--- config.mk ---
export PLATFORM = sky130hd
export DESIGN_NAME = gcr_detector
export DESIGN_NICKNAME = d
export VERILOG_FILES = /design/src/rtl/gcr_pkg.sv /design/src/rtl/gcr_byte_judge.sv /design/src/rtl/gcr_seq.sv /design/src/rtl/gcr_holdoff.sv /design/src/rtl/gcr_detector.sv
export SDC_FILE = /design/constraint.sdc
export NUM_CORES = 1
export LEC_CHECK = 0
export BUFFER_PORTS_ARGS = -buffer_cell sky130_fd_sc_hd__buf_2
export CAP_MARGIN = 20
export CORE_MARGIN = 8
export CORE_UTILIZATION = 40
export CTS_CLUSTER_SIZE = 10
export DETAILED_ROUTE_END_ITERATION = 16
export GPL_TIMING_DRIVEN = 0
export MAX_ROUTING_LAYER = met4
export PLACE_DENSITY = 0.7
export SLEW_MARGIN = 25
export SYNTH_ARGS = -nofsm -noshare
export SYNTH_HDL_FRONTEND = slang
export SYNTH_SLANG_ARGS = --single-unit
--- constraint.sdc ---
create_clock -name clk -period 3.7 [get_ports clk]
set_input_delay 0.555 -clock clk [delete_from_list [all_inputs] [get_ports clk]]
set_output_delay 0.555 -clock clk [all_outputs]
set_load 0.01 [all_outputs]
--- src/rtl/gcr_pkg.sv ---
package gcr_pkg;

  typedef enum logic [1:0] {
    S_IDLE  = 2'd0,
    S_ADDR  = 2'd1,
    S_CMD   = 2'd2,
    S_ARMED = 2'd3
  } gcr_state_e;

  localparam logic [7:0] GC_ADDR_WR = 8'h00;
  localparam logic [7:0] CMD_SWRST  = 8'h06;

  function automatic logic is_gc_write(input logic [7:0] b);
    return b == GC_ADDR_WR;
  endfunction

  function automatic logic is_reset_cmd(input logic [7:0] b);
    return b == CMD_SWRST;
  endfunction

  function automatic int unsigned cnt_width(input int unsigned n);
    return (n < 2) ? 1 : $clog2(n + 1);
  endfunction

endpackage

--- src/rtl/gcr_byte_judge.sv ---
module gcr_byte_judge
  import gcr_pkg::*;
(
  input  gcr_state_e state,
  input  logic       rx_valid,
  input  logic [7:0] rx_byte,
  input  logic       busy,
  output logic       addr_ok,
  output logic       cmd_ok,
  output logic       ack
);

  // address accepted only when the hold-off window is closed
  assign addr_ok = (state == S_ADDR) && is_gc_write(rx_byte) && !busy;
  assign cmd_ok  = (state == S_CMD)  && is_reset_cmd(rx_byte);
  assign ack     = rx_valid && (addr_ok || cmd_ok);

endmodule

--- src/rtl/gcr_seq.sv ---
module gcr_seq
  import gcr_pkg::*;
(
  input  logic       clk,
  input  logic       rst_n,
  input  logic       start_any,
  input  logic       stop,
  input  logic       rx_valid,
  input  logic       addr_ok,
  input  logic       cmd_ok,
  output gcr_state_e state,
  output logic       fire,
  output logic       pulse
);

  gcr_state_e state_q, state_d;

  always_comb begin
    state_d = state_q;
    if (start_any) begin
      state_d = S_ADDR;
    end else if (stop) begin
      state_d = S_IDLE;
    end else if (rx_valid) begin
      unique case (state_q)
        S_ADDR:  state_d = addr_ok ? S_CMD : S_IDLE;
        S_CMD:   state_d = cmd_ok ? S_ARMED : S_IDLE;
        S_ARMED: state_d = S_IDLE;
        default: state_d = S_IDLE;
      endcase
    end
  end

  assign fire  = stop && !start_any && (state_q == S_ARMED);
  assign state = state_q;

  always_ff @(posedge clk or negedge rst_n) begin
    if (!rst_n) begin
      state_q <= S_IDLE;
      pulse   <= 1'b0;
    end else begin
      state_q <= state_d;
      pulse   <= fire;
    end
  end

endmodule

--- src/rtl/gcr_holdoff.sv ---
module gcr_holdoff #(
  parameter int unsigned HOLD_CYC = 50000
) (
  input  logic clk,
  input  logic rst_n,
  input  logic load,
  output logic busy
);

  localparam int unsigned    CW     = gcr_pkg::cnt_width(HOLD_CYC);
  localparam logic [CW-1:0]  LOAD_V = CW'(HOLD_CYC);

  logic [CW-1:0] cnt_q;

  always_ff @(posedge clk or negedge rst_n) begin
    if (!rst_n)             cnt_q <= '0;
    else if (load)          cnt_q <= LOAD_V;
    else if (cnt_q != '0)   cnt_q <= cnt_q - 1'b1;
  end

  assign busy = (cnt_q != '0);

endmodule

--- src/rtl/gcr_detector.sv ---
module gcr_detector #(
  parameter int unsigned HOLD_CYC = 50000
) (
  input  logic       clk,
  input  logic       rst_n,
  input  logic       bus_start,
  input  logic       bus_rstart,
  input  logic       bus_stop,
  input  logic       rx_valid,
  input  logic [7:0] rx_byte,
  output logic       rx_ack,
  output logic       swrst_pulse,
  output logic       holdoff_busy
);

  import gcr_pkg::*;

  // named internal events, visible to the bound checker
  gcr_state_e seq_state;
  logic       start_any;
  logic       addr_ok;
  logic       cmd_ok;
  logic       fire_w;

  assign start_any = bus_start || bus_rstart;

  gcr_byte_judge u_judge (
    .state    (seq_state),
    .rx_valid (rx_valid),
    .rx_byte  (rx_byte),
    .busy     (holdoff_busy),
    .addr_ok  (addr_ok),
    .cmd_ok   (cmd_ok),
    .ack      (rx_ack)
  );

  gcr_seq u_seq (
    .clk       (clk),
    .rst_n     (rst_n),
    .start_any (start_any),
    .stop      (bus_stop),
    .rx_valid  (rx_valid),
    .addr_ok   (addr_ok),
    .cmd_ok    (cmd_ok),
    .state     (seq_state),
    .fire      (fire_w),
    .pulse     (swrst_pulse)
  );

  gcr_holdoff #(.HOLD_CYC(HOLD_CYC)) u_hold (
    .clk   (clk),
    .rst_n (rst_n),
    .load  (fire_w),
    .busy  (holdoff_busy)
  );

endmodule

# Word level (Yosys, flattened, before mapping)
# Cells that the tools add are included.
# totals
input_bits	14
register_bits	19
out_inout_bits	3
# op_classes
n_addsub	1
n_reduce_logical	14
n_eq_ne	4
n_mux	8
# op_table
operator	count
$mux 16	2
$reduce_bool 16->1	1
$sub 16x1->16 const B	1
$mux 2	5
$eq 8x3->1 const B	1
$logic_not 8->1	1
$logic_and 1x1->1	6
$eq 2x2->1 const B	2
$pmux 2 s2	1
$reduce_bool 3->1	1
$eq 2x1->1 const B	1
$logic_not 1->1	2
$logic_or 1x1->1	2
$reduce_bool 2->1	1

# Depth between registers and ports, before layout
# Gate-level depths: netlist (run 1).
# depth
depth_word	8
depth_mapped	7
ltp_nobuf	6

# By module
# From an unflattened synthesis (run 1), not the netlist that was laid out.
# hier_totals
cells_unflattened	119
hier_area_um2	1187.4
# by_module_without_submodules
mod	n_inst	cells_per_inst	area_per_inst_um2
gcr_holdoff	1	91	928.4
gcr_seq	1	17	188.9
gcr_byte_judge	1	10	63.8
gcr_detector	1	1	6.3

# Least setup slack after synthesis (run 1)
# OpenSTA, ideal clock, no wires.
# synth_path
kind	register to output
startpoint	register u_hold.cnt_q[0]
endpoint	output port rx_ack
required_ps	3145
arrival_time_ps	2373
stages_incl_launch_ff	8
slack_ps	772
cell_sequence	dfrtp_1 -> inv_1 -> ha_1 -> or3b_2 -> or4_1 -> clkbuf_1 -> or3_1 -> o21ai_0
# synth_via
elab_chain_len	5
# synth_lines
item	line	source
from (decl)	gcr_holdoff.sv:13	logic [CW-1:0] cnt_q;
from (signal assigned)	gcr_holdoff.sv:18	else if (cnt_q != '0) cnt_q <= cnt_q - 1'b1;
$reduce_bool 16->1	gcr_holdoff.sv:21	assign busy = (cnt_q != '0);
net holdoff_busy	gcr_detector.sv:13	output logic holdoff_busy
$logic_not 1->1	gcr_byte_judge.sv:14	assign addr_ok = (state == S_ADDR) && is_gc_write(rx_byte) && !busy;
$logic_and 1x1->1	gcr_byte_judge.sv:14	
$logic_or 1x1->1	gcr_byte_judge.sv:16	assign ack = rx_valid && (addr_ok || cmd_ok);
$logic_and 1x1->1	gcr_byte_judge.sv:16	
to (decl)	gcr_detector.sv:11	output logic rx_ack,
# The timed path passes the listed nets, and every way through them passes these cells.

# Worst setup path in the final report (run 1)
# layout_path
startpoint	register u_hold.cnt_q[0]
endpoint	output port rx_ack
# layout_via
elab_chain_len	5
# layout_lines
item	line
$reduce_bool 16->1	gcr_holdoff.sv:21
$logic_not 1->1	gcr_byte_judge.sv:14
$logic_and 1x1->1	gcr_byte_judge.sv:14
$logic_or 1x1->1	gcr_byte_judge.sv:16
$logic_and 1x1->1	gcr_byte_judge.sv:16
# No other way between the ends.

==> results of run 1 <==
==> cells by family after synthesis <==
group / after synthesis / synth area share, %
AOI/OAI and AO/OA: 27 / 16.74
xor gates and xnor gates: 1 / 0.7762
adders and majority gates: 5 / 5.543
buffers and inverters: 8 / 2.660
DFF: 19 / 42.13
muxes: 3 / 2.661
and+or+nand+nor: 55 / 29.49
==> routing by layer <==
metal	vias up	global-route usage [%]	wire length, microns
li1	490	-	-
met4	0	4.100	42
met3	5	2.289	131
met2	27	16.60	1081
met1	491	12.59	1098
met5	-	-	0
==> worst paths after layout <==
kind | from | end | slack, ns | cells after the start
worst min-delay path | rst_n | u_hold.cnt_q[10] | 0.18 | 1
max in group asynchronous | rst_n | u_hold.cnt_q[1] | 3.22 | 1
worst min register to register | u_hold.cnt_q[15] | u_hold.cnt_q[15] | 0.58 | 2
min in group clk | bus_stop | u_seq.state[1] | 0.44 | 2
worst max-delay path | u_hold.cnt_q[0] | rx_ack | 0.21 | 8
worst max register to register | u_hold.cnt_q[0] | u_seq.state[1] | 1.03 | 6
==> final cells by class <==
type,instances,area [sq um]
Timing Repair Buffer,16,80.08
Sequential cell,19,475.5
Fill cell,278,1436
Buffer,4,15.01
Tap cell,31,38.79
Inverter,4,15.01
Multi-Input combinational cell,91,623.1
Clock buffer,4,26.28
==> metrics by stage <==
step                cell area (sq um)  setup slack (ns)
CTS                              1274            0.1977
global placement                 1247            0.5605
finish                           1274            0.2078
global route                     1274           0.08278
detailed placement               1247            0.5407
floorplan                        1129            0.7719
==> sequential cells by signal (all words and copies together) (netlist names) <==
name / flops
u_seq.state: 2
u_hold.cnt_q: 16
u_seq.pulse: 1
==> power by group through the flow <==
stage / combinational, mW / clock (mW) / sequential (mW)
2_1_floorplan: 0.0485 / 0 / 0.273
6_report: 0.0686 / 0.104 / 0.281
3_5_place_dp: 0.0690 / 0 / 0.284
3_3_place_gp: 0.0656 / 0 / 0.283
5_1_grt: 0.0808 / 0.116 / 0.289
4_1_cts: 0.0695 / 0.110 / 0.280
==> layout by cell type (no fill, tap or decap), types with 2 or more instances in the layout <==
| cell | n |
|---|---|
| clkbuf_1 | 4 |
| ha_1 | 5 |
| nand2_1 | 7 |
| nor2_1 | 9 |
| buf_2 | 16 |
| nand3_1 | 3 |
| or3b_2 | 2 |
| dfrtp_1 | 19 |
| o21ai_0 | 7 |
| a21oi_1 | 10 |
| mux2i_1 | 3 |
| o31ai_1 | 3 |
| inv_1 | 4 |
| nor4_1 | 6 |
| nor2b_1 | 3 |
| clkbuf_4 | 3 |
| or3_1 | 4 |
| nand3b_1 | 2 |
| or4_1 | 7 |
| or4_4 | 2 |
| nor3_1 | 3 |
==> worst reg2reg max path, cell delays in order (launching register included) <==
cell,delay (ns)
dfrtp_1,0.44
inv_1,0.10
ha_1,0.14
or3b_2,0.49
or4_1,0.57
or4_4,0.55
a2111oi_4,0.29
==> flow_metrics.py, run 1 <==
metrics = {
    "run_status": {
        "run_status": "completed",
    },
    "logic_synthesis": {
        "synth_fp_nets": 137,
        "synthFlopType": "dfrtp_1",
        "yosysMostFrequentCell": "dfrtp_1",
        "synth_edf_count": 0,
        "avgSynthCellArea_sq_um": 9.564,
        "seq_area_frac_synth_pct": 42.13,
        "ys_top_cells_by_area": "dfrtp_1 (42%), ha_1 (5.5%), or4_1 (4.7%)",
        "mappedNetlistArea_sq_mm": 0.001129,
        "ys_ff_latch": 19,
        "synth_top_area_cell": "dfrtp_1",
        "syn_inst": 118,
        "synth_common_cells": "dfrtp_1 (19), a21oi_1 (10), nor2_1 (9)",
        "synth.distinct_cells": 35,
        "synth_top_cell_area_share_pct": 42.13,
        "synth_warnings": 0,
        "async_reset_ff_share_pct": 100.0,
    },
    "power": {
        "sequentialPowerShare_pct": 62.0,
        "p_int_uw": 313.8,
        "pwr-share-clk_pct": 22.9,
        "peakVddDrop_uv": 283.2,
        "total_power_uw": 453.8,
        "sw_frac_of_total_pct": 30.85,
        "combPwrFrac_pct": 15.1,
        "p_sw_uw": 140.0,
        "p_leak_nw": 0.4703,
        "p_per_area_mw_per_mm2": 356.3,
    },
    "drt": {
        "drt-total-wl_mm": 2.354,
        "routedWlPerCell_microns": 13.93,
        "drt_iter0_drc": 25,
        "drc": 0,
        "vias": 1013,
        "vias_per_cell": 5.994,
        "firstDrtPassIters": 4,
        "antenna_left": 0,
    },
    "clock_network": {
        "postCtsSetupBuffers": 0,
        "cts_tree": "yes",
        "clk_latency_ns": 0.30,
        "clock-sinks": 19,
        "ctsHtreeMaxLevel": 1,
        "cts_buffer_depth": 2,
        "ctsResizeCount": 0,
        "hold_buffers": 0,
        "numCtsBuffers": 3,
        "root_buffer": "clkbuf_4",
        "path_clk_slew_ns": 0.10,
    },
    "setup_path": {
        "slowest_stage": "or4_1",
        "arrival_ns": 2.94,
        "cp-end-kind": "primary output",
        "cp_cell_sequence": "inv_1 -> ha_1 -> or3b_2 -> or4_1 -> clkbuf_1 -> or3_1 -> o21ai_0 -> buf_2",
        "crit_required_ns": 3.14,
        "critical-path-max-stage-delay_ns": 0.57,
        "cpLargestDelayFamily": "simple AND/OR/NAND/NOR gates",
        "crit_fanout": 10,
        "worstSetupStartpointType": "flip-flop",
        "path_buf_inv": 3,
        "crit_type": "flip-flop to primary output",
    },
    "sta": {
        "finalSetupViolCount": 0,
        "whs_ns": 0.1783,
        "hold_viol": 0,
        "drv_slew": 0,
        "timing.setup.tns_ns": 0,
        "skew_ns": 0.004897,
        "tightest_slew_ns": 1.014,
        "rsz0062_at_grt": "false",
        "period_share_pct": 94.38,
        "slew_headroom_pct": 31.77,
        "period_minus_slack_ns": 3.492,
        "fmax_mhz": 286.3,
    },
    "grt": {
        "grt_pass1_vias": 984,
        "grt_pass1_wl_mm": 4.271,
        "grtUsageTotal_pct": 10.47,
        "grt_max_degree": 20,
        "grt-ovfl-total": 0,
        "antenna_found_initial": 0,
    },
    "worst_hold_path": {
        "hold_path_class": "primary input to async pin",
    },
    "cells_and_area": {
        "fin_util_pct": 47.00,
        "fin_nets": 158,
        "area_delta_synth_final_pct": 12.86,
        "final_cells": 169,
        "antenna-diode-count": 0,
        "drive_above_1_share_pct": 18.84,
    },
    "die": {
        "dieHeight_microns": 69.12,
        "rows": 19,
        "start_util_pct": 41.64,
        "core_area_sq_mm": 0.002710,
        "ioPinCount": 17,
        "die_w_microns": 69.12,
        "dieArea_sq_mm": 0.004777,
    },
    "job": {
        "drv_cap": 0,
    },
    "placement": {
        "hpwlAfterDp_mm": 1.854,
        "place_inst": 165,
        "port_buffers": 16,
        "gp_congestion": 0.9106,
    },
}
Power figures use the tool's default switching activity.
==> inputs of run 2 (changes only) <==
BUFFER_PORTS_ARGS = default   (was -buffer_cell sky130_fd_sc_hd__buf_2)
CORE_MARGIN = default   (was 8)
DONT_BUFFER_PORTS = 1   (was default)
PLACE_DENSITY = 0.65   (was 0.7)
SKIP_CTS_REPAIR_TIMING = 1   (was default)
==> flow_metrics.py, run 2 (synthesis gave the netlist of run 1 again) <==
metrics = {
    "drt": {
        "vias": 905,
        "antenna_left": 0,
        "drc": 0,
        "vias_per_cell": 5.915,
        "firstDrtPassIters": 4,
        "routedWlPerCell_microns": 14.90,
        "drt-total-wl_mm": 2.279,
        "drt_iter0_drc": 10,
    },
    "worst_hold_path": {
        "holdPathStages": 1,
        "worstHoldEndpoint": "u_seq.state[1]",
        "hold_path_class": "primary input to flip-flop",
        "min-delay-start": "bus_stop",
    },
    "sta": {
        "hold_viol": 0,
        "slew_headroom_pct": 42.57,
        "finalSetupViolCount": 0,
        "final.setup.worst_slack_ns": 0.2202,
        "fmax_mhz": 287.4,
        "timing.setup.tns_ns": 0,
        "period_share_pct": 94.05,
        "skew_ns": 0.007998,
        "period_minus_slack_ns": 3.480,
        "drv_slew": 0,
        "tightest_slew_ns": 0.8586,
        "rsz0062_at_grt": "false",
    },
    "setup_path": {
        "critical-path-max-stage-delay_ns": 0.57,
        "path_buf_inv": 2,
        "r2r_setup_slack_ns": 1.00,
        "slowest_stage": "or4_1",
        "cpLargestDelayFamily": "simple AND/OR/NAND/NOR gates",
        "crit_fanout": 10,
        "crit_required_ns": 3.14,
        "arrival_ns": 2.92,
        "cp_cell_sequence": "inv_1 -> ha_1 -> or3b_2 -> or4_1 -> clkbuf_1 -> or3_1 -> o21ai_0",
        "worstSetupStartpointType": "flip-flop",
        "r2r_cells": 6,
        "cp-end-kind": "primary output",
        "crit_type": "flip-flop to primary output",
        "r2r_end": "u_seq.state[1]",
        "reg2reg_from": "u_hold.cnt_q[0]",
    },
    "power": {
        "p_per_area_mw_per_mm2": 371.0,
        "peakVddDrop_uv": 358.1,
        "p_sw_uw": 138.7,
        "pwr-share-clk_pct": 23.2,
        "sequentialPowerShare_pct": 62.9,
        "p_int_uw": 309.7,
        "combPwrFrac_pct": 13.9,
        "p_leak_nw": 0.4099,
        "sw_frac_of_total_pct": 30.94,
    },
    "clock_network": {
        "root_buffer": "clkbuf_4",
        "clock-sinks": 19,
        "numCtsBuffers": 3,
        "clk_latency_ns": 0.30,
        "cts_tree": "yes",
        "cts_buffer_depth": 2,
        "path_clk_slew_ns": 0.10,
        "ctsHtreeMaxLevel": 1,
    },
    "grt": {
        "grt_pass1_wl_mm": 3.870,
        "grtUsageMet1_pct": 22.80,
        "grtUsageTotal_pct": 18.87,
        "grt_util_met2_pct": 30.32,
        "grt_pass1_vias": 857,
        "antenna_found_initial": 0,
        "grt-busiest-layer": "met2",
        "grt-ovfl-total": 0,
        "use_met3_pct": 5.191,
        "grt_max_degree": 20,
    },
    "die": {
        "rows": 18,
        "start_util_pct": 43.96,
        "dieArea_sq_mm": 0.003038,
        "core_area_sq_mm": 0.002567,
        "dieHeight_microns": 55.12,
        "ioPinCount": 17,
        "die_w_microns": 55.12,
    },
    "cells_and_area": {
        "fin_util_pct": 47.08,
        "fin_nets": 143,
        "area_delta_synth_final_pct": 7.095,
        "drive_above_1_share_pct": 8.943,
        "final_cell_mix": "dfrtp_1 (19), a21oi_1 (10), nor2_1 (9)",
        "final_cell_area_sq_mm": 0.001209,
        "final_cells": 153,
        "largest_reg_flops": 16,
        "fill_cells": 261,
        "final_common_cell": "dfrtp_1",
        "regMostFlops": "u_hold.cnt_q",
        "antenna-diode-count": 0,
    },
    "run_status": {
        "run_status": "completed",
    },
    "placement": {
        "pre_cts_slack_ns": 0.5410,
        "hpwlAfterDp_mm": 1.664,
        "placed_area_sq_mm": 0.001166,
        "gp_congestion": 0.7563,
        "place_inst": 148,
        "port_buffers": 0,
    },
    "job": {
        "drv_cap": 0,
    },
}
run 2: changes by cell type in the layout (fill, tap and decap cells not counted), sizes merged:
cell / previous run / this run
buf: 17 / 1
dlygate4sd3: 0 / 1
run 2: worst max path at each step:
stage	start	endpoint	slack, ns	cells past startpoint
2_1_floorplan	u_hold.cnt_q[0]	rx_ack	0.77	7
3_3_place_gp	u_hold.cnt_q[0]	rx_ack	0.58	7
3_5_place_dp	u_hold.cnt_q[0]	rx_ack	0.54	7
4_1_cts	u_hold.cnt_q[0]	rx_ack	0.19	7
5_1_grt	u_hold.cnt_q[0]	rx_ack	0.08	7
6_report	u_hold.cnt_q[0]	rx_ack	0.22	7
run 2: power groups by stage:
stage	clock (mW)	sequential, mW	combinational, mW
floorplan	0	0.273	0.0485
global placement	0	0.281	0.0541
detailed placement	0	0.284	0.0562
CTS	0.107	0.281	0.0573
global route	0.119	0.289	0.0734
finish	0.104	0.282	0.0623
run 2: final cells by class:
class / instances / area, sq um / area share (%)
clock buffers: 4 / 26.28 / 2.174
plain buffers: 4 / 15.01 / 1.242
multi-input cells: 91 / 629.4 / 52.07
well taps: 30 / 37.54 / 3.106
inverters: 4 / 15.01 / 1.242
flip-flops and latches: 19 / 475.5 / 39.34
repair buffers: 1 / 10.01 / 0.8282
run 2: per-layer routing:
metal  share of wire [%]  vias up
li1                    -      459
met1                  49      430
met2                  46       14
met3                 3.6        2
met4                0.83        0
met5                   0        -
run 2: through the flow:
step,power [mW],hold slack (ns)
after floorplan,0.3215,0.2594
after global placement,0.3355,0.2598
after detailed placement,0.3399,0.2598
after CTS,0.4449,-0.06781
after global routing,0.4819,0.2774
final,0.4485,0.3038
